## src/rtl/irq_arb_pkg.sv

```systemverilog
package irq_arb_pkg;
  parameter int VEC_W   = 8;
  parameter int DEST_W  = 8;
  parameter int DLV_W   = 3;
  parameter int SHORT_W = 2;

  typedef struct packed {
    logic [VEC_W-1:0]  vec;
    logic [DEST_W-1:0] dest;
    logic              dmode;
    logic [DLV_W-1:0]  dlv;
    logic              trig;
  } route_t;
endpackage

```

## src/rtl/irq_pin_track.sv

```systemverilog
module irq_pin_track
  import irq_arb_pkg::*;
#(
  parameter int NPINS = 24,
  localparam int PIN_W = $clog2(NPINS)
) (
  input  logic                   clk,
  input  logic                   rst_n,
  input  logic [NPINS-1:0]       pin_lvl,
  input  logic [NPINS-1:0]       cfg_mask,
  input  logic [NPINS-1:0]       cfg_pol,
  input  logic [NPINS-1:0]       cfg_trig,
  input  logic [NPINS*VEC_W-1:0] cfg_vec,
  input  logic                   eoi_valid,
  input  logic [VEC_W-1:0]       eoi_vec,
  input  logic                   rew_valid,
  input  logic [PIN_W-1:0]       rew_pin,
  input  logic [NPINS-1:0]       grant,
  output logic [NPINS-1:0]       req,
  output logic [NPINS-1:0]       rirr
);

  for (genvar i = 0; i < NPINS; i++) begin : g_pin
    logic eff, rise, eoi_hit, rew_hit, set_r, clr_r;
    logic pend_q, pend_d, flag_q, flag_d, rirr_q, rirr_d, rirr_en;

    // next-state logic
    always_comb begin
      eff     = pin_lvl[i] ^ cfg_pol[i];
      rise    = eff & ~pend_q;
      eoi_hit = eoi_valid & cfg_trig[i] & (cfg_vec[i*VEC_W +: VEC_W] == eoi_vec);
      rew_hit = rew_valid & (rew_pin == PIN_W'(i));
      set_r   = grant[i] & cfg_trig[i];
      clr_r   = eoi_hit | rew_hit;
      rirr_en = set_r | clr_r;
      rirr_d  = set_r;
      pend_d  = eff;
      flag_d  = ~cfg_trig[i] & ~cfg_mask[i] & (rise | (flag_q & ~grant[i]));
      req[i]  = ~cfg_mask[i] & (cfg_trig[i] ? (pend_q & ~rirr_q) : flag_q);
      rirr[i] = rirr_q;
    end

    // registers
    always_ff @(posedge clk or negedge rst_n) begin
      if (!rst_n) begin
        pend_q <= 1'b0;
        flag_q <= 1'b0;
        rirr_q <= 1'b0;
      end else begin
        pend_q <= pend_d;
        flag_q <= flag_d;
        if (rirr_en) rirr_q <= rirr_d;
      end
    end

    // a level grant locks the pin
    a_r5_rirr_set: assert property (@(posedge clk) disable iff (!rst_n)
      set_r |=> rirr_q);
    // a matching EOI or rewrite unlocks it unless regranted
    a_r6_eoi_clear: assert property (@(posedge clk) disable iff (!rst_n)
      (clr_r && !set_r) |=> !rirr_q);
    // an edge pin never requests twice for one rise
    a_r3_edge_once: assert property (@(posedge clk) disable iff (!rst_n)
      (grant[i] && !cfg_trig[i] && !rise) |=> !flag_q);
  end

endmodule

```

## src/rtl/irq_prio_pick.sv

```systemverilog
module irq_prio_pick #(
  parameter int NPINS = 24,
  localparam int PIN_W = $clog2(NPINS)
) (
  input  logic [NPINS-1:0] req,
  input  logic             take,
  output logic             any,
  output logic [PIN_W-1:0] idx,
  output logic [NPINS-1:0] grant
);
  localparam logic [NPINS-1:0] ONE = NPINS'(1);

  always_comb begin
    any = 1'b0;
    idx = '0;
    for (int i = NPINS - 1; i >= 0; i--) begin
      if (req[i]) begin
        any = 1'b1;
        idx = PIN_W'(i);
      end
    end
    grant = (take && any) ? (ONE << idx) : '0;
  end
endmodule

```

## src/rtl/irq_msg_slot.sv

```systemverilog
module irq_msg_slot
  import irq_arb_pkg::*;
#(
  parameter int NPINS = 24,
  parameter logic [DEST_W-1:0] BOOT_DEST = '0,
  localparam int PIN_W = $clog2(NPINS)
) (
  input  logic             clk,
  input  logic             rst_n,
  input  logic             any,
  input  logic [PIN_W-1:0] pin_in,
  input  route_t           route_in,
  input  logic             msg_ready,
  output logic             free,
  output logic             msg_valid,
  output route_t           msg
);
  logic       valid_q, valid_d, load;
  logic [PIN_W-1:0] pin_q;
  route_t     msg_q, msg_d;

  always_comb begin
    free    = ~valid_q | msg_ready;
    load    = free & any;
    valid_d = free ? any : valid_q;
    msg_d   = route_in;
    if (pin_in == '0) begin
      msg_d.dmode = 1'b0;
      msg_d.dest  = BOOT_DEST;
    end
  end

  always_ff @(posedge clk or negedge rst_n) begin
    if (!rst_n) begin
      valid_q <= 1'b0;
      pin_q   <= '0;
      msg_q   <= '0;
    end else begin
      valid_q <= valid_d;
      if (load) begin
        pin_q <= pin_in;
        msg_q <= msg_d;
      end
    end
  end

  assign msg_valid = valid_q;
  assign msg       = msg_q;

  // a stalled message stays put
  a_r12_hold: assert property (@(posedge clk) disable iff (!rst_n)
    (valid_q && !msg_ready) |=> (valid_q && $stable(msg_q)));
  // pin 0 always goes physical to the boot destination
  a_r10_boot: assert property (@(posedge clk) disable iff (!rst_n)
    (valid_q && pin_q == '0) |-> (!msg_q.dmode && msg_q.dest == BOOT_DEST));
endmodule

```

## src/rtl/irq_pin_arbiter.sv

```systemverilog
module irq_pin_arbiter
  import irq_arb_pkg::*;
#(
  parameter int NPINS = 24,
  parameter logic [DEST_W-1:0] BOOT_DEST = '0,
  localparam int PIN_W = $clog2(NPINS)
) (
  input  logic                    clk,
  input  logic                    rst_n,
  input  logic [NPINS-1:0]        pin_lvl,
  input  logic [NPINS-1:0]        cfg_mask,
  input  logic [NPINS-1:0]        cfg_pol,
  input  logic [NPINS-1:0]        cfg_trig,
  input  logic [NPINS*VEC_W-1:0]  cfg_vec,
  input  logic [NPINS*DEST_W-1:0] cfg_dest,
  input  logic [NPINS-1:0]        cfg_dmode,
  input  logic [NPINS*DLV_W-1:0]  cfg_dlv,
  input  logic                    rew_valid,
  input  logic [PIN_W-1:0]        rew_pin,
  input  logic                    eoi_valid,
  input  logic [VEC_W-1:0]        eoi_vec,
  output logic [NPINS-1:0]        remote_irr,
  output logic                    msg_valid,
  input  logic                    msg_ready,
  output logic [VEC_W-1:0]        msg_vec,
  output logic [DEST_W-1:0]       msg_dest,
  output logic                    msg_dmode,
  output logic [DLV_W-1:0]        msg_dlv,
  output logic                    msg_trig,
  output logic                    msg_assert,
  output logic [SHORT_W-1:0]      msg_shorthand
);
  logic [NPINS-1:0] req, grant;
  logic             any, free;
  logic [PIN_W-1:0] win_idx;
  route_t           route_arr [NPINS];
  route_t           win_route, msg;

  for (genvar i = 0; i < NPINS; i++) begin : g_route
    assign route_arr[i].vec   = cfg_vec[i*VEC_W +: VEC_W];
    assign route_arr[i].dest  = cfg_dest[i*DEST_W +: DEST_W];
    assign route_arr[i].dmode = cfg_dmode[i];
    assign route_arr[i].dlv   = cfg_dlv[i*DLV_W +: DLV_W];
    assign route_arr[i].trig  = cfg_trig[i];
  end

  assign win_route = route_arr[win_idx];

  irq_pin_track #(.NPINS(NPINS)) u_track (
    .clk(clk), .rst_n(rst_n), .pin_lvl(pin_lvl), .cfg_mask(cfg_mask),
    .cfg_pol(cfg_pol), .cfg_trig(cfg_trig), .cfg_vec(cfg_vec),
    .eoi_valid(eoi_valid), .eoi_vec(eoi_vec), .rew_valid(rew_valid),
    .rew_pin(rew_pin), .grant(grant), .req(req), .rirr(remote_irr)
  );

  irq_prio_pick #(.NPINS(NPINS)) u_pick (
    .req(req), .take(free), .any(any), .idx(win_idx), .grant(grant)
  );

  irq_msg_slot #(.NPINS(NPINS), .BOOT_DEST(BOOT_DEST)) u_slot (
    .clk(clk), .rst_n(rst_n), .any(any), .pin_in(win_idx),
    .route_in(win_route), .msg_ready(msg_ready), .free(free),
    .msg_valid(msg_valid), .msg(msg)
  );

  assign msg_vec       = msg.vec;
  assign msg_dest      = msg.dest;
  assign msg_dmode     = msg.dmode;
  assign msg_dlv       = msg.dlv;
  assign msg_trig      = msg.trig;
  assign msg_assert    = 1'b1;
  assign msg_shorthand = '0;

  // no grant ever goes to a masked pin
  a_r8_no_masked_grant: assert property (@(posedge clk) disable iff (!rst_n)
    (|grant) |-> ((grant & cfg_mask) == '0));
  // at most one pin granted per cycle
  a_r12_single_grant: assert property (@(posedge clk) disable iff (!rst_n)
    $onehot0(grant));
  // no lower-numbered requester is passed over
  a_r12_lowest_first: assert property (@(posedge clk) disable iff (!rst_n)
    (|grant) |-> ((req & (grant - NPINS'(1))) == '0));
  // a level pin with remote IRR set is never granted
  a_r5_no_regrant: assert property (@(posedge clk) disable iff (!rst_n)
    (|grant) |-> ((grant & cfg_trig & remote_irr) == '0));
endmodule

```

## config.mk

```make
export PLATFORM = sky130hd
export DESIGN_NAME = irq_pin_arbiter
export DESIGN_NICKNAME = d
export VERILOG_FILES = /design/src/rtl/irq_arb_pkg.sv /design/src/rtl/irq_pin_track.sv /design/src/rtl/irq_prio_pick.sv /design/src/rtl/irq_msg_slot.sv /design/src/rtl/irq_pin_arbiter.sv
export SDC_FILE = /design/constraint.sdc
export NUM_CORES = 1
export LEC_CHECK = 0
export CORE_AREA = 2 2 251 253
export DETAILED_ROUTE_END_ITERATION = 8
export DIE_AREA = 0 0 253 255
export PLACE_DENSITY = 0.51
export SLEW_MARGIN = 20
export SYNTH_ARGS = -nofsm -noshare
export SYNTH_HDL_FRONTEND = slang
export SYNTH_HIERARCHICAL = 1
export SYNTH_SLANG_ARGS = --single-unit
```

## constraint.sdc

```tcl
create_clock -name clk -period 3.8 [get_ports clk]
set_input_delay 0.95 -clock clk [delete_from_list [all_inputs] [get_ports clk]]
set_output_delay 0.95 -clock clk [all_outputs]
set_load 0.02 [all_outputs]
```

==> results.yml, run 1 <==
timing:
  rsz0062_at_grt: "yes"
  final.setup_skew_ns: 0.0175
  setup_viol: 0
  hold_viol: 0
  fmax_ghz: 0.266
  relSlewSlack_pct: 46.6
  whs_ns: 0.513
  tightestPinTransition_ns: 0.802
  period_share_pct: 98.8
  finalCriticalPeriod_ns: 3.75
  drv_slew: 0
  tns_ns: 0
layout:
  nFillCells: 6418
  final_util_pct: 34.8
  layout.nets: 2702
  final_common_cell: "clkdlybuf4s50_1"
  mostFrequentLayoutCells: "597 x clkdlybuf4s50_1, 201 x buf_4, 191 x xnor2_1, 163 x mux2i_1, 98 x nand3_1"
  synthToLayoutAreaGrowth_pct: 82.1
  post_route_cells_drive_above_1_share_pct: 20.4
  finalNonFillerCells: 2916
floorplan:
  start_util_pct: 19.1
  core_mm2: 0.0622
  ioPinCount: 643
  rows: 92
  die_w_um: 253
  die-area_mm2: 0.0645
  chipHeight_um: 255
route:
  drc: 0
  ant_nets: 0
  via_per_inst: 4.80
  dr.first_iter.drc_count: 931
  vias: 14000
  drt-total-wl_mm: 79.0
  wl_per_cell_um: 27.1
  drtPass1Iterations: 5
min_path:
  hold_class: "reg2reg"
  hold_depth: 1
  hold_start: "u_slot/msg[6]$_DFFE_PN0P_"
  worst_hold_path.endpoint: "u_slot/msg[6]$_DFFE_PN0P_"
job:
  maxCapViolCount: 0
worst_setup_path:
  end_kind: "register"
  reg2reg_to: "u_slot/msg[20]$_DFFE_PN0P_"
  reg2regPathDepth: 14
  crit_chain: "clkdlybuf4s50_1, a21oi_1, buf_4, buf_4, or4_4, o21ai_4, a31oi_4, buf_12, and2_1, buf_12, a22oi_1, o211ai_1, nand3_1, mux2_2"
  critPathKind: "in2reg"
  crit_fanout: 15
  cpMaxStageDelayCell: "a22oi_1"
  worst-endpoint-arrival_ns: 4.08
  cp_top_family: "buffers and inverters"
  rrSetupSlack_ns: 0.23
  slowest_delay_ns: 0.53
  r2r-start: "u_track/g_pin[16].rirr_q$_DFFE_PN0P_"
  startpoint_type: "primary input"
  cp.required_ns: 4.13
  critPathBufInv: 5
yosys:
  synth_edf_count: 0
  synth_top_area_share_pct: 19.8
  synth_cell_types: 61
  synthesis.area_mm2: 0.0119
  ys_dominant_reg_cell: "dfrtp_1"
  ys_ff_latch: 94
  yosysSeqAreaShare_pct: 19.8
  syn_area_per_cell_um2: 8.90
  yosysWarnings: 6
  syn_inst: 1333
  yosys.area.top_type: "dfrtp_1"
  synthTopCellsByArea: "dfrtp_1 20%, mux2i_1 14%, xnor2_1 14%, mux4_2 8.0%, nand3_1 4.9%"
  async_flop_share_pct: 100
grt:
  grt_pass1_vias: 14518
  grt_pass1_wl_mm: 106
  gr-total-overflow: 0
  grt_use_total_pct: 23.3
  antenna_found_initial: 10
  grt_max_degree: 58
clock_tree:
  htreeDepth: 3
  clkTransAtPathRegs_ns: 0.09
  cts_buffers: 9
  cts_tree: "yes"
  clock_latency_ns: 0.39
  cts.sinks: 94
  cts_hold_buf: 0
  clock-root-buffer: "clkbuf_16"
  cts_buffer_depth: 2
placement:
  dp_cells: 2863
  gp_congestion: 0.956
  dpl.hpwl_mm: 65.7
  port_buffers: 639
pwr:
  leakage_nw: 8.33
  vdd_ir_drop_max_mv: 0.248
  power-per-cell-area_mw_per_mm2: 528
  power_mw: 11.4
status:
  status: "complete, no violations"
-- routing by layer --
metal | vias up | routed length, µm | share of wire [%] | GRT usage, %
li1 | 6403 | - | - | -
met1 | 6879 | 36500 | 46 | 32.7
met2 | 616 | 34100 | 43 | 34.8
met3 | 94 | 6380 | 8.1 | 6.18
met4 | 8 | 1960 | 2.5 | 6.46
met5 | - | 55 | 0.070 | 0
-- flip-flops by register name, indices dropped and copies added, names as in the netlist --
signal and count:
u_track/g_pin.flag_q 24, u_track/g_pin.pend_q 24, u_track/g_pin.rirr_q 24, u_slot/msg 21, u_slot/msg_valid 1
-- cell families after synthesis --
group	share of synthesized area, %
XOR/XNOR	16.0
flip-flops	19.8
buffers and inverters	8.57
multiplexers	23.3
AO/OA/AOI/OAI	13.1
AND/OR/NAND/NOR	19.1
other	0.0633
-- power breakdown --
| part | switching [mW] | internal, mW | total (mW) |
|---|---|---|---|
| registers | 0.225 | 1.27 | 1.49 |
| logic | 4.40 | 4.56 | 8.96 |
| clock network | 0.492 | 0.468 | 0.960 |
-- how the worst max path moves through the flow --
| stage | start | to | slack [ns] | depth (start not counted) |
|---|---|---|---|---|
| CTS | cfg_trig[16] | u_slot/msg[10]$_DFFE_PN0P_ | -0.002 | 18 |
| global route | cfg_trig[18] | u_slot/msg[14]$_DFFE_PN0P_ | -0.02 | 14 |
| floorplan | cfg_trig[16] | u_slot/msg[19]$_DFFE_PN0P_ | 0.01 | 14 |
| finish | cfg_mask[5] | u_slot/msg[20]$_DFFE_PN0P_ | 0.05 | 14 |
| detailed placement | cfg_trig[19] | u_slot/msg[14]$_DFFE_PN0P_ | -1.19 | 14 |
| global placement | cfg_trig[19] | u_slot/msg[14]$_DFFE_PN0P_ | -1.12 | 14 |
-- what timing repair did --
action	CTS	global route
gates resized for setup	102	78
setup endpoints to repair	21	27
buffers inserted	20	10
pin swaps	22	35
gates cloned	7	1
-- synthesized netlist by cell type (all sizes together) (3+ instances only) --
| master | count |
|---|---|
| or4 | 5 |
| nand3 | 117 |
| o21ai | 55 |
| nor2b | 33 |
| o2bb2ai | 9 |
| and2 | 3 |
| nand2b | 51 |
| mux2i | 168 |
| o311ai | 3 |
| nor3b | 3 |
| buf | 91 |
| nand2 | 47 |
| nand4 | 25 |
| nor3 | 57 |
| o211ai | 22 |
| nor2 | 36 |
| nor4 | 5 |
| a221oi | 6 |
| xnor2 | 192 |
| clkbuf | 25 |
| dfrtp | 94 |
| or3 | 3 |
| a22oi | 63 |
| a21oi | 69 |
| mux4 | 42 |
| xor2 | 24 |
| mux2 | 12 |
| inv | 29 |
| nand3b | 26 |
-- layout make-up --
cell class	count	area, µm²	share of cell area, %
diodes	4	10.0	0.0463
clock buffers	11	243	1.12
clock inverters	5	40.0	0.185
inverters	29	135	0.626
multi-input cells	1095	9150	42.4
flip-flops and latches	94	2350	10.9
well taps	799	1000	4.63
repair buffers	878	8660	40.1
repair inverters	1	8.76	0.0405
-- stage by stage --
step / setup slack (ns) / area [µm²]
after floorplan: 0.0120 / 11900
after global placement: -1.12 / 20300
after detailed placement: -1.19 / 20300
after CTS: -0.00168 / 21300
after global routing: -0.0159 / 21600
final: 0.0469 / 21600
Note: power is estimated with default switching activity, not from simulation.
==> run 2: changes to the inputs <==
--- a/config.mk
+++ b/config.mk
@@ -5,10 +5,10 @@
 export SDC_FILE = /design/constraint.sdc
 export NUM_CORES = 1
 export LEC_CHECK = 0
-export CORE_AREA = 2 2 251 253
+export CORE_AREA = 2 2 249 251
 export DETAILED_ROUTE_END_ITERATION = 8
-export DIE_AREA = 0 0 253 255
-export PLACE_DENSITY = 0.51
+export DIE_AREA = 0 0 251 253
+export PLACE_DENSITY = 0.52
 export SLEW_MARGIN = 20
 export SYNTH_ARGS = -nofsm -noshare
 export SYNTH_HDL_FRONTEND = slang
==> results.yml, run 2 (same netlist as run 1, synthesis figures left out) <==
timing:
  finalCriticalPeriod_ns: 3.70
  tightestPinTransition_ns: 0.846
  whs_ns: 0.525
  timing.final.ws_setup_ns: 0.0980
  fmax_ghz: 0.270
  rsz0062_at_grt: "yes"
  final.setup_skew_ns: 0.0171
  relSlewSlack_pct: 43.6
  hold_viol: 0
  tns_ns: 0
  setup_viol: 0
  drv_slew: 0
  period_share_pct: 97.4
worst_setup_path:
  crit_chain: "dlygate4sd2_1, nand2b_1, a21oi_4, buf_4, o21ai_4, a211oi_4, o221ai_4, inv_8, buf_12, buf_4, mux4_2, o211ai_1, nand3_1, mux2_2"
  critPathKind: "in2reg"
  startpoint_type: "primary input"
  crit_fanout: 8
  end_kind: "register"
  cp.required_ns: 4.08
  reg2reg_to: "u_slot/msg[0]$_DFFE_PN0P_"
  r2r-start: "u_track/g_pin[16].rirr_q$_DFFE_PN0P_"
  critPathBufInv: 5
  cp_top_family: "compound AO/OA/AOI/OAI gates"
  slowest_delay_ns: 0.54
  cpMaxStageDelayCell: "mux4_2"
  reg2regPathDepth: 16
  worst-endpoint-arrival_ns: 3.98
  path_common_cell: "buf_4"
  rrSetupSlack_ns: 0.26
layout:
  multi_input_area_mm2: 0.00911
  seqCellArea_mm2: 0.00235
  nFillCells: 6314
  mostFrequentLayoutCells: "599 x clkdlybuf4s50_1, 191 x xnor2_1, 188 x buf_4, 168 x mux2i_1, 110 x nand3_1"
  layout.nets: 2687
  synthToLayoutAreaGrowth_pct: 80.3
  top_regs: "u_track/g_pin.flag_q x24, u_track/g_pin.pend_q x24, u_track/g_pin.rirr_q x24"
  final_design_area_no_fill_mm2: 0.0214
  final_common_cell: "clkdlybuf4s50_1"
  post_route_cells_drive_above_1_share_pct: 19.2
clock_tree:
  clkTransAtPathRegs_ns: 0.08
  clock-root-buffer: "clkbuf_16"
  cts.sinks: 94
  htreeDepth: 3
  cts_hold_buf: 0
  cts_buffer_depth: 2
  cts_buffers: 9
  clock_latency_ns: 0.40
  cts_tree: "yes"
grt:
  antenna_found_initial: 23
  grt_max_degree: 52
  grt_pass1_vias: 14407
  gr-total-overflow: 0
  grt_use_total_pct: 24.0
  grt_pass1_wl_mm: 108
min_path:
  worst_hold_path.endpoint: "u_slot/msg[20]$_DFFE_PN0P_"
  hold_start: "u_slot/msg[20]$_DFFE_PN0P_"
  hold_class: "reg2reg"
  hold_depth: 1
route:
  dr.first_iter.drc_count: 1072
  drc: 0
  ant_nets: 0
  via_per_inst: 4.85
  wl_met1_mm: 37.1
  wl_met2_mm: 35.5
  top_layer_used: "met5"
  drt-total-wl_mm: 80.7
  dr_wl_met3_mm: 6.78
  drtPass1Iterations: 5
  vias: 14035
  wl_per_cell_um: 27.9
floorplan:
  die_w_um: 251
  rows: 91
  die-area_mm2: 0.0635
  core_mm2: 0.0610
  chipHeight_um: 253
  ioPinCount: 643
  start_util_pct: 19.4
placement:
  pre_cts_slack_ns: -1.03
  dpl.hpwl_mm: 69.0
  gp_congestion: 0.891
  post_dp_cell_area_mm2: 0.0202
  port_buffers: 639
status:
  status: "complete, no violations"
pwr:
  power-per-cell-area_mw_per_mm2: 514
  leakage_nw: 8.25
  vdd_ir_drop_max_mv: 0.269
job:
  maxCapViolCount: 0
[run 2: changes by cell type in the layout (fill, tap and decap cells not counted), moves of 5 or more]
cell | previous run | this run
a21oi_1 | 52 | 45
a21oi_2 | 6 | 11
buf_12 | 26 | 31
buf_4 | 201 | 188
diode_2 | 4 | 9
mux2i_1 | 163 | 168
nand3_1 | 98 | 110
nand3_2 | 18 | 7
[run 2: cell type report]
class	instances	area share, %
diodes	9	0.105
clock buffers	10	1.12
clock inverters	5	0.187
inverters	29	0.544
multi-input cells	1095	42.6
flip-flops and latches	94	11.0
well taps	790	4.62
repair buffers	864	39.8
[run 2: power breakdown]
| part | total, mW | internal (mW) | leakage, nW | switching (mW) |
|---|---|---|---|---|
| sequential | 1.53 | 1.27 | 1.18 | 0.265 |
| clock | 0.969 | 0.468 | 0.140 | 0.501 |
| combinational | 8.49 | 4.24 | 6.93 | 4.25 |
[run 2: worst register-to-register path, delay by kind of cell (launching register included)]
| family | cells | cell delay, ns |
|---|---|---|
| buffers and inverters | 6 | 0.78 |
| AO/OA/AOI/OAI | 6 | 1.68 |
| flip-flops | 1 | 0.41 |
| AND/OR/NAND/NOR | 2 | 0.35 |
| multiplexers | 2 | 0.26 |
[run 2: per-layer routing]
| metal | vias to the layer above | GRT usage, % |
|---|---|---|
| met5 | - | 0 |
| met4 | 18 | 4.47 |
| met3 | 78 | 6.52 |
| met2 | 670 | 36.7 |
| met1 | 6899 | 33.9 |
| li1 | 6370 | - |
[run 2: metrics by stage]
step                util (%)  cells  total power [mW]
detailed placement      33.1   2845              9.45
CTS                     34.4   2876              10.8
global placement        33.1   2845              9.43
floorplan                  -   1334              5.74
global route            35.0   2892              11.5
finish                  35.0   2896              11.0
[run 2: worst max-delay path by stage]
stage,from,end,slack [ns],cells past startpoint
floorplan,cfg_trig[16],u_slot/msg[19]$_DFFE_PN0P_,0.01,14
detailed placement,cfg_trig[11],u_slot/msg[14]$_DFFE_PN0P_,-1.03,13
global placement,cfg_trig[22],u_slot/msg[14]$_DFFE_PN0P_,-0.99,15
CTS,cfg_mask[11],u_slot/msg[14]$_DFFE_PN0P_,-0.02,12
finish,cfg_trig[13],u_slot/msg[0]$_DFFE_PN0P_,0.1,14
global route,cfg_trig[10],u_slot/msg[14]$_DFFE_PN0P_,-0.02,13
[run 2: repair_timing]
item	CTS	global route
buffers inserted	17	10
hold endpoints to repair	0	0
endpoints found under the setup margin	21	25
pin swaps	23	32
resized for setup	103	68
cloned	0	2
